`src/rtl/dma2_pkg.sv`:
```
package dma2_pkg;
  typedef enum logic [1:0] {SEQ_IDLE, SEQ_RD, SEQ_WR} seq_state_t;
  typedef enum logic [1:0] {TRG_SOFT = 2'd0, TRG_FALL = 2'd1, TRG_BOTH = 2'd2, TRG_PERIPH = 2'd3} trig_t;

  localparam int IDX_W = 3;
  localparam logic [IDX_W-1:0] IX_CTRL = 3'd0;
  localparam logic [IDX_W-1:0] IX_SRC  = 3'd1;
  localparam logic [IDX_W-1:0] IX_DST  = 3'd2;
  localparam logic [IDX_W-1:0] IX_RLD  = 3'd3;
  localparam logic [IDX_W-1:0] IX_CNT  = 3'd4;
  localparam logic [IDX_W-1:0] IX_KICK = 3'd5;

  localparam int CB_EN  = 0;
  localparam int CB_REP = 1;
  localparam int CB_SZ  = 2;
  localparam int CB_SF  = 3;
  localparam int CB_DF  = 4;
  localparam int CB_SEL = 5;
endpackage

```
`src/rtl/dma2_chan.sv`:
```
module dma2_chan
  import dma2_pkg::*;
#(
  parameter int ADDR_W = 20,
  parameter int CNT_W  = 16
) (
  input  logic              clk,
  input  logic              rst,
  input  logic              wr_en,
  input  logic [IDX_W-1:0]  wr_idx,
  input  logic [ADDR_W-1:0] wr_data,
  input  logic [IDX_W-1:0]  rd_idx,
  output logic [ADDR_W-1:0] rd_val,
  input  logic              pin,
  input  logic              periph,
  input  logic              start,
  input  logic              done,
  output logic              pend_out,
  output logic              en_out,
  output logic              rep_out,
  output logic              sz_out,
  output logic [ADDR_W-1:0] src_eff,
  output logic [ADDR_W-1:0] dst_eff,
  output logic              irq
);
  logic              en, rep, sz, sf, df, fresh, pend, pin_q;
  trig_t             sel;
  logic [ADDR_W-1:0] src, dst, wp, step;
  logic [CNT_W-1:0]  rld, cnt;
  logic              kick, fall, rise, req_now;

  assign kick    = wr_en && (wr_idx == IX_KICK);
  assign fall    = pin_q && !pin;
  assign rise    = !pin_q && pin;
  assign req_now = en && (kick ||
                          (sel == TRG_FALL && fall) ||
                          (sel == TRG_BOTH && (fall || rise)) ||
                          (sel == TRG_PERIPH && periph));
  assign step    = sz ? ADDR_W'(2) : ADDR_W'(1);

  // Before the first transfer the stored register is the pointer itself.
  assign src_eff = (sf && !fresh) ? wp : src;
  assign dst_eff = (df && !fresh) ? wp : dst;

  always_comb begin
    rd_val = '0;
    case (rd_idx)
      IX_CTRL: rd_val = ADDR_W'({sel, df, sf, sz, rep, en});
      IX_SRC:  rd_val = (en && sf && !fresh) ? wp : src;
      IX_DST:  rd_val = (en && df && !fresh) ? wp : dst;
      IX_RLD:  rd_val = ADDR_W'(rld);
      IX_CNT:  rd_val = ADDR_W'(cnt);
      default: rd_val = '0;
    endcase
  end

  always_ff @(posedge clk) begin
    if (rst) begin
      en <= 1'b0; rep <= 1'b0; sz <= 1'b0; sf <= 1'b0; df <= 1'b0;
      fresh <= 1'b0; pend <= 1'b0; pin_q <= 1'b0; irq <= 1'b0;
      sel <= TRG_SOFT; src <= '0; dst <= '0; wp <= '0; rld <= '0; cnt <= '0;
    end else begin
      irq   <= 1'b0;
      pin_q <= pin;
      if (!en)          pend <= 1'b0;
      else if (req_now) pend <= 1'b1;
      else if (done)    pend <= 1'b0;

      if (start && fresh) begin
        cnt   <= rld;
        wp    <= sf ? src : dst;
        fresh <= 1'b0;
      end

      if (done) begin
        wp <= wp + step;
        if (cnt == '0) begin
          irq <= 1'b1;
          if (rep) cnt <= rld;
          else     en  <= 1'b0;
        end else begin
          cnt <= cnt - CNT_W'(1);
        end
      end

      if (wr_en) begin
        case (wr_idx)
          IX_CTRL: begin
            if (wr_data[CB_EN] && !en) fresh <= 1'b1;
            en  <= wr_data[CB_EN];
            rep <= wr_data[CB_REP];
            sz  <= wr_data[CB_SZ];
            sf  <= wr_data[CB_SF];
            df  <= wr_data[CB_DF] && !wr_data[CB_SF];
            sel <= trig_t'(wr_data[CB_SEL +: 2]);
          end
          IX_SRC: if (sf || !en) src <= wr_data;
          IX_DST: if (df || !en) dst <= wr_data;
          IX_RLD: rld <= wr_data[CNT_W-1:0];
          default: ;
        endcase
      end
    end
  end

  assign pend_out = pend;
  assign en_out   = en;
  assign rep_out  = rep;
  assign sz_out   = sz;
endmodule

```
`src/rtl/dma2_arb.sv`:
```
module dma2_arb #(
  parameter int NCH   = 2,
  parameter int SEL_W = 1
) (
  input  logic [NCH-1:0]   req,
  output logic [NCH-1:0]   gnt,
  output logic [SEL_W-1:0] gnt_idx,
  output logic             any
);
  assign gnt[0] = req[0];
  for (genvar i = 1; i < NCH; i++) begin : g_pri
    assign gnt[i] = req[i] && !(|req[i-1:0]);
  end

  always_comb begin
    gnt_idx = '0;
    for (int i = NCH - 1; i >= 0; i--) begin
      if (req[i]) gnt_idx = SEL_W'(i);
    end
  end

  assign any = |req;
endmodule

```
`src/rtl/dma2_seq.sv`:
```
module dma2_seq
  import dma2_pkg::*;
#(
  parameter int NCH    = 2,
  parameter int SEL_W  = 1,
  parameter int ADDR_W = 20,
  parameter int DATA_W = 16
) (
  input  logic              clk,
  input  logic              rst,
  input  logic [NCH-1:0]    req,
  input  logic [ADDR_W-1:0] src_eff [NCH],
  input  logic [ADDR_W-1:0] dst_eff [NCH],
  input  logic [NCH-1:0]    sz,
  output logic [NCH-1:0]    start,
  output logic [NCH-1:0]    done,
  output logic              bus_req,
  output logic              bus_we,
  output logic [ADDR_W-1:0] bus_addr,
  output logic [DATA_W-1:0] bus_wdata,
  output logic              bus_size16,
  input  logic [DATA_W-1:0] bus_rdata,
  input  logic              bus_ready
);
  seq_state_t       st;
  logic [SEL_W-1:0] cur, gidx;
  logic [NCH-1:0]   gnt;
  logic             any;

  dma2_arb #(.NCH(NCH), .SEL_W(SEL_W)) u_arb (
    .req(req), .gnt(gnt), .gnt_idx(gidx), .any(any)
  );

  assign start = (st == SEQ_IDLE) ? gnt : '0;
  for (genvar i = 0; i < NCH; i++) begin : g_done
    assign done[i] = (st == SEQ_WR) && bus_ready && (cur == SEL_W'(i));
  end

  always_ff @(posedge clk) begin
    if (rst) begin
      st <= SEQ_IDLE; cur <= '0; bus_req <= 1'b0; bus_we <= 1'b0;
      bus_addr <= '0; bus_wdata <= '0; bus_size16 <= 1'b0;
    end else begin
      case (st)
        SEQ_IDLE: if (any) begin
          cur        <= gidx;
          bus_req    <= 1'b1;
          bus_we     <= 1'b0;
          bus_addr   <= src_eff[gidx];
          bus_size16 <= sz[gidx];
          st         <= SEQ_RD;
        end
        SEQ_RD: if (bus_ready) begin
          bus_we    <= 1'b1;
          bus_addr  <= dst_eff[cur];
          bus_wdata <= bus_size16 ? bus_rdata : {{(DATA_W-8){1'b0}}, bus_rdata[7:0]};
          st        <= SEQ_WR;
        end
        SEQ_WR: if (bus_ready) begin
          bus_req <= 1'b0;
          bus_we  <= 1'b0;
          st      <= SEQ_IDLE;
        end
        default: st <= SEQ_IDLE;
      endcase
    end
  end
endmodule

```
`src/rtl/dma2_cycle_steal.sv`:
```
module dma2_cycle_steal
  import dma2_pkg::*;
#(
  parameter int NCH    = 2,
  parameter int ADDR_W = 20,
  parameter int DATA_W = 16,
  parameter int CNT_W  = 16,
  localparam int SEL_W  = (NCH > 1) ? $clog2(NCH) : 1,
  localparam int REG_AW = IDX_W + SEL_W
) (
  input  logic              clk,
  input  logic              rst,
  input  logic              reg_wr,
  input  logic [REG_AW-1:0] reg_addr,
  input  logic [ADDR_W-1:0] reg_wdata,
  output logic [ADDR_W-1:0] reg_rdata,
  input  logic [NCH-1:0]    trig_pin,
  input  logic [NCH-1:0]    periph_req,
  output logic              bus_req,
  output logic              bus_we,
  output logic [ADDR_W-1:0] bus_addr,
  output logic [DATA_W-1:0] bus_wdata,
  output logic              bus_size16,
  input  logic [DATA_W-1:0] bus_rdata,
  input  logic              bus_ready,
  output logic [NCH-1:0]    dma_irq
);
  logic [ADDR_W-1:0] rd_val  [NCH];
  logic [ADDR_W-1:0] src_eff [NCH];
  logic [ADDR_W-1:0] dst_eff [NCH];
  logic [NCH-1:0]    pend, ch_en, ch_rep, ch_sz, start, done, ready_req;

  for (genvar g = 0; g < NCH; g++) begin : g_ch
    dma2_chan #(.ADDR_W(ADDR_W), .CNT_W(CNT_W)) u_chan (
      .clk(clk), .rst(rst),
      .wr_en(reg_wr && (reg_addr[REG_AW-1:IDX_W] == SEL_W'(g))),
      .wr_idx(reg_addr[IDX_W-1:0]), .wr_data(reg_wdata),
      .rd_idx(reg_addr[IDX_W-1:0]), .rd_val(rd_val[g]),
      .pin(trig_pin[g]), .periph(periph_req[g]),
      .start(start[g]), .done(done[g]),
      .pend_out(pend[g]), .en_out(ch_en[g]), .rep_out(ch_rep[g]), .sz_out(ch_sz[g]),
      .src_eff(src_eff[g]), .dst_eff(dst_eff[g]), .irq(dma_irq[g])
    );
    assign ready_req[g] = pend[g] && ch_en[g];
  end

  dma2_seq #(.NCH(NCH), .SEL_W(SEL_W), .ADDR_W(ADDR_W), .DATA_W(DATA_W)) u_seq (
    .clk(clk), .rst(rst), .req(ready_req), .src_eff(src_eff), .dst_eff(dst_eff),
    .sz(ch_sz), .start(start), .done(done),
    .bus_req(bus_req), .bus_we(bus_we), .bus_addr(bus_addr), .bus_wdata(bus_wdata),
    .bus_size16(bus_size16), .bus_rdata(bus_rdata), .bus_ready(bus_ready)
  );

  always_ff @(posedge clk) begin
    if (rst) reg_rdata <= '0;
    else     reg_rdata <= rd_val[reg_addr[REG_AW-1:IDX_W]];
  end
endmodule

```
`config.mk`:
```
export PLATFORM = sky130hd
export DESIGN_NAME = dma2_cycle_steal
export DESIGN_NICKNAME = d
export VERILOG_FILES = /design/src/rtl/dma2_pkg.sv /design/src/rtl/dma2_chan.sv /design/src/rtl/dma2_arb.sv /design/src/rtl/dma2_seq.sv /design/src/rtl/dma2_cycle_steal.sv
export SDC_FILE = /design/constraint.sdc
export NUM_CORES = 1
export LEC_CHECK = 0
export ABC_AREA = 1
export BUFFER_PORTS_ARGS = -buffer_cell sky130_fd_sc_hd__clkbuf_2
export CAP_MARGIN = 20
export CORE_AREA = 2 2 163 165
export CTS_CLUSTER_SIZE = 28
export DETAILED_ROUTE_END_ITERATION = 6
export DIE_AREA = 0 0 165 167
export MAX_ROUTING_LAYER = met4
export PLACE_DENSITY = 0.82
export REMOVE_ABC_BUFFERS = 1
export SETUP_SLACK_MARGIN = 0.3
export SYNTH_ARGS = -nofsm -noshare
export SYNTH_HDL_FRONTEND = slang
export SYNTH_SLANG_ARGS = --single-unit
```
`constraint.sdc`:
```
create_clock -name clk -period 6.45 [get_ports clk]
set_clock_uncertainty 0.2 [all_clocks]
set_input_delay 0.9675 -clock clk [delete_from_list [all_inputs] [get_ports clk]]
set_output_delay 0.9675 -clock clk [all_outputs]
set_load 0.005 [all_outputs]
```
# Yosys cells after proc, flatten, opt, wreduce, memory -nomap -nowiden
# Index checks and enable logic that the tools add are counted.
dict set report word_totals {
  inputBits 48
  elab_cells 240
  reg_bits 268
}
dict set report op_classes {
  n_addsub 4
  magnitude_cmp 4
  bitwise 9
  reduce_logical 91
  eq_ne 16
  muxes 78
}
# cell n
set op_table {}
lappend op_table {{$mux 20} 25}
lappend op_table {{$pmux 20 s5} 2}
lappend op_table {{$mux 16} 9}
lappend op_table {{$add 20x20->20} 2}
lappend op_table {{$pmux 20 s2} 1}
lappend op_table {{$logic_and 1x1->1} 39}
lappend op_table {{$logic_not 16->1} 2}
lappend op_table {{$mux 1} 32}
lappend op_table {{$sub 16x1->16 const B} 2}
lappend op_table {{$reduce_and 3->1} 7}
lappend op_table {{$logic_or 1x1->1} 12}
lappend op_table {{$mux 2} 6}
lappend op_table {{$reduce_and 2->1} 6}
lappend op_table {{$reduce_bool 2->1} 6}
lappend op_table {{$eq 2x2->1 const B} 5}
lappend op_table {{$logic_not 1->1} 10}
lappend op_table {{$reduce_or 2->1} 5}
lappend op_table {{$eq 2x1->1 const B} 3}
lappend op_table {{$eq 3x2->1 const B} 2}
lappend op_table {{$eq 3x3->1 const B} 2}
lappend op_table {{$ge 2x2->1 const B} 3}
lappend op_table {{$not 1->1} 6}
lappend op_table {{$not 1->2} 3}
lappend op_table {{$pmux 2 s3} 1}
lappend op_table {{10 further kinds} 11}

# Logic depth before layout (Yosys ltp)
dict set report depth {
  ltp_word 9
  depth_mapped 14
}

# By module
# A second synthesis with hierarchy kept.
dict set report hier_totals {
  cells_unflattened 2789
  hier_area_um2 17107.7
}
# module n_inst cells_per_inst area_each_um2
set modules_own_cells {}
lappend modules_own_cells {{dma2_chan at g_ch[1].u_chan} 1 1108 6829.0}
lappend modules_own_cells {{dma2_chan at g_ch[0].u_chan} 1 1106 6810.3}
lappend modules_own_cells {dma2_seq 1 433 2542.4}
lappend modules_own_cells {dma2_cycle_steal 1 136 893.4}
lappend modules_own_cells {dma2_arb 1 6 32.5}

# Least setup slack after synthesis
# No wires, ideal clock.
dict set report synth_path {
  path_kind {input-to-reg}
  startpoint {input rst}
  endpoint {register g_ch[1].u_chan.cnt[12]}
  arrival_time_ns 1.928
  slack_ns 4.209
  cell_stages 6
  setup_time_ns 0.113
  path_cell_list {clkbuf_1 > clkinv_1 > clkbuf_1 > clkbuf_1 > nand4_1 > nand2_1}
}
# element line_no
set synth_rtl {}
lappend synth_rtl {{start: declaration} dma2_cycle_steal.sv:12} ;# input logic rst,
lappend synth_rtl {{end signal: assignment} dma2_chan.sv:70} ;# cnt <= rld;
lappend synth_rtl {{end signal: assignment} dma2_chan.sv:79} ;# if (rep) cnt <= rld;
lappend synth_rtl {{end signal: assignment} dma2_chan.sv:82} ;# cnt <= cnt - CNT_W'(1);
lappend synth_rtl {{end: declaration} dma2_chan.sv:29} ;# logic [CNT_W-1:0] rld, cnt;

# Worst setup path after layout
dict set report layout_path {
  startpoint {input reg_addr[3]}
  endpoint {register g_ch[0].u_chan.dst[7]}
}
dict set report layout_via {
  elab_chain_len 3
}
# element line_no
set layout_lines {}
lappend layout_lines {{start: declaration} dma2_cycle_steal.sv:14} ;# input logic [REG_AW-1:0] reg_addr,
lappend layout_lines {{$not 1->1} dma2_cycle_steal.sv:36} ;# .wr_en(reg_wr && (reg_addr[REG_AW-1:IDX_W] == SEL_W'(g))),
lappend layout_lines {{$logic_and 1x1->1} dma2_cycle_steal.sv:36}
lappend layout_lines {{$reduce_and 3->1 (no line)} n/a}
lappend layout_lines {{end signal: assignment} dma2_chan.sv:98} ;# IX_DST: if (df || !en) dst <= wr_data;
lappend layout_lines {{end: declaration} dma2_chan.sv:28} ;# logic [ADDR_W-1:0] src, dst, wp, step;
# No other way between the ends.
# A chain may end at the register's enable or synchronous reset.

==> run_results.csv <==
group,metric,value,unit
outcome,status,"finished, final reports clean",
cts,cts_tree,"built",
yosys,yosysTopAreaCellShare,33.4,%
placement,placed_cells,2899,
finish,final_net_count,2657,
floorplanning,start_util,62.4,%
global_routing,antenna_found_initial,1,
floorplanning,io_pins,109,
cts,post_cts_buffers,0,
route,route.detailed.drc,0,
cts,cts_buffer_depth,3,
finish,final_layout_size_suffix_gt1_share,8.29,%
pwr,irDropWorstVdd,239,uV
setup_path,cp-start-kind,"primary input",
yosys,async_reset_ff_share,0,%
pwr,sequentialPowerShare,45.0,%
yosys,postSynthAreaPerCell,6.19,um2
yosys,netlist_area,16100,um2
pwr,power_density,214,nW/um2
placement,dp_hpwl,42.4,mm
yosys,yosys_warnings,0,
yosys,synth_edf_count,0,
finish,area_growth,9.53,%
pwr,p_comb_share,6.5,%
yosys,synthDistinctLibCells,40,
placement,dpl_cell_area,16500,um2
pwr,switchingPower,0.912,mW
setup_path,cp.required,6710,ps
placement,gp_congestion,0.999,
cts,htreeDepth,1,
setup_path,worstSetupPathType,"primary input to flip-flop",
route,vias,18300,
setup_path,crit_path_max_fanout,31,
setup_path,arrival,3780,ps
pwr,p_leak,7.36,nW
global_routing,grt_usage,44.7,%
floorplanning,coreArea,25800,um2
timing,rsz0062_at_grt,"false",
timing,hold_violations,0,
pwr,power_frac_clock,48.5,%
route,post_drt_wl_per_cell,20.5,um
floorplanning,rows,59,
finish,fin_area,17600,um2
cts,cts-root-buf,"clkbuf_16",
cts,cts.sinks,268,
timing,period_needed,3520,ps
timing,slew_viol_final,0,
yosys,synthTopCellsByCount,"nand2_1, o21ai_0, nor2_1",
cts,insertion_delay,570,ps
cts,clk_pin_slew,60,ps
floorplanning,chipHeight,167,um
timing,tightest_slew,977,ps
run,cap_viol_max_count,0,
route,wirelength,60.6,mm
yosys,ys_ff_latch,268,
timing,finalSetupTns,0,ps
global_routing,grt_pass1_vias,16300,
cts,ctsResizeCount,0,
floorplanning,die_area,27600,um2
timing,whs,262,ps
yosys,netlist_top_cells_area,"dfxtp_1, nand2_1, o21ai_0",
setup_path,cp-end-kind,"flip-flop",
worst_hold_path,min_path_type,"flip-flop to flip-flop",
cts,cts_buffers,30,
route,first_pass_iters,6,
timing,fmax,284,MHz
timing,fin_ws,2930,ps
yosys,synth_ff_type,"dfxtp_1",
pwr,finalPower,3.77,mW
timing,finalCritPeriodShare,54.6,%
route,drtIter0Drc,2583,
cts,hold_buffers,0,
global_routing,grt_overflow,0,
yosys,yosysMostFrequentCell,"nand2_1",
yosys,synth_top_cell_by_area,"dfxtp_1",
pwr,intPower,2.86,mW
yosys,yosysSeqAreaShare,33.4,%
finish,final_cells,2955,
timing,slew_headroom,34.7,%
yosys,syn_inst,2598,
finish,finish.utilization,68.4,%
pwr,swShare,24.2,%
timing,finalSetupViolCount,0,
route,postRouteAntennaNets,0,
placement,dp_slack,2500,ps
placement,io_buffer_count,108,
route,avgViaCountPerCell,6.21,
global_routing,grt_max_degree,129,
global_routing,grt_pass1_wl,93.0,mm
floorplanning,die_x,165,um
==> critical path: stages <==
cell	delay, ps
clkbuf_2	540
inv_1	420
nand2_1	280
a21oi_1	80
nand2_1	680
clkinv_1	510
nor2_1	210
nor2_1	60
==> kinds of logic after synthesis <==
| family | Yosys count | synth area share (%) |
|---|---|---|
| AO/OA/AOI/OAI | 806 | 26.9 |
| XOR/XNOR | 18 | 0.980 |
| adder cells (fa/ha/maj) | 12 | 1.03 |
| buffers and inverters | 431 | 10.5 |
| flip-flops | 268 | 33.4 |
| multiplexers | 2 | 0.124 |
| AND/OR/NAND/NOR | 1061 | 27.1 |
==> power groups by stage <==
stage                     clock, mW  sequential, mW  combinational (mW)
after floorplan                   0            1.73               0.123
after global placement            0            1.73               0.227
after detailed placement          0            1.73               0.231
after CTS                      1.83            1.69               0.232
after global routing           1.89            1.70               0.265
final                          1.83            1.70               0.245
==> placed cells by master (no fill, tap or decap), types with 27 or more instances in the layout <==
| cell type | netlist | layout |
|---|---|---|
| clkbuf_2 | 1 | 108 |
| nor2_1 | 291 | 291 |
| nand2_1 | 551 | 551 |
| clkbuf_16 | 0 | 31 |
| nand4_1 | 27 | 27 |
| dfxtp_1 | 268 | 268 |
| a21oi_1 | 278 | 278 |
| o211ai_1 | 72 | 72 |
| o21ai_1 | 29 | 29 |
| o21ai_0 | 376 | 376 |
| inv_1 | 245 | 245 |
| nand3_1 | 155 | 155 |
==> per-layer routing <==
layer	share of wire, %	global-route usage [%]	vias up
li1	-	-	8628
met3	14	8.34	214
met1	39	61.2	8247
met2	41	63.3	1259
met4	5.8	21.1	0
met5	0	-	-
==> worst paths after layout <==
path | slack (ps) | start | cells after the start | endpoint
worst max-delay path | 2930 | reg_addr[3] | 8 | g_ch[0].u_chan.dst[7]
worst min-delay path | 260 | u_seq.bus_wdata[7] | 2 | u_seq.bus_wdata[7]
worst max register to register | 3280 | g_ch[0].u_chan.fresh | 8 | reg_rdata[5]
worst min register to register | 260 | u_seq.bus_wdata[7] | 2 | u_seq.bus_wdata[7]
==> layout make-up <==
class,instances,area [um2]
diodes,1,2.50
inverters,265,997
clock buffers,45,898
flip-flops and latches,268,5370
well taps,335,419
clock inverters,9,149
multi-input cells,1899,9020
repair buffers,133,761
fillers,2354,8150
==> registers in the layout, summed over array words and instances, names as in the netlist, 4 cells and up <==
name	cells
u_seq.bus_addr	20
g_ch.u_chan.rld	32
g_ch.u_chan.sel	4
reg_rdata	20
g_ch.u_chan.wp	40
g_ch.u_chan.cnt	32
u_seq.bus_wdata	16
g_ch.u_chan.dst	40
g_ch.u_chan.src	40
Power figures use the tool's default switching activity.
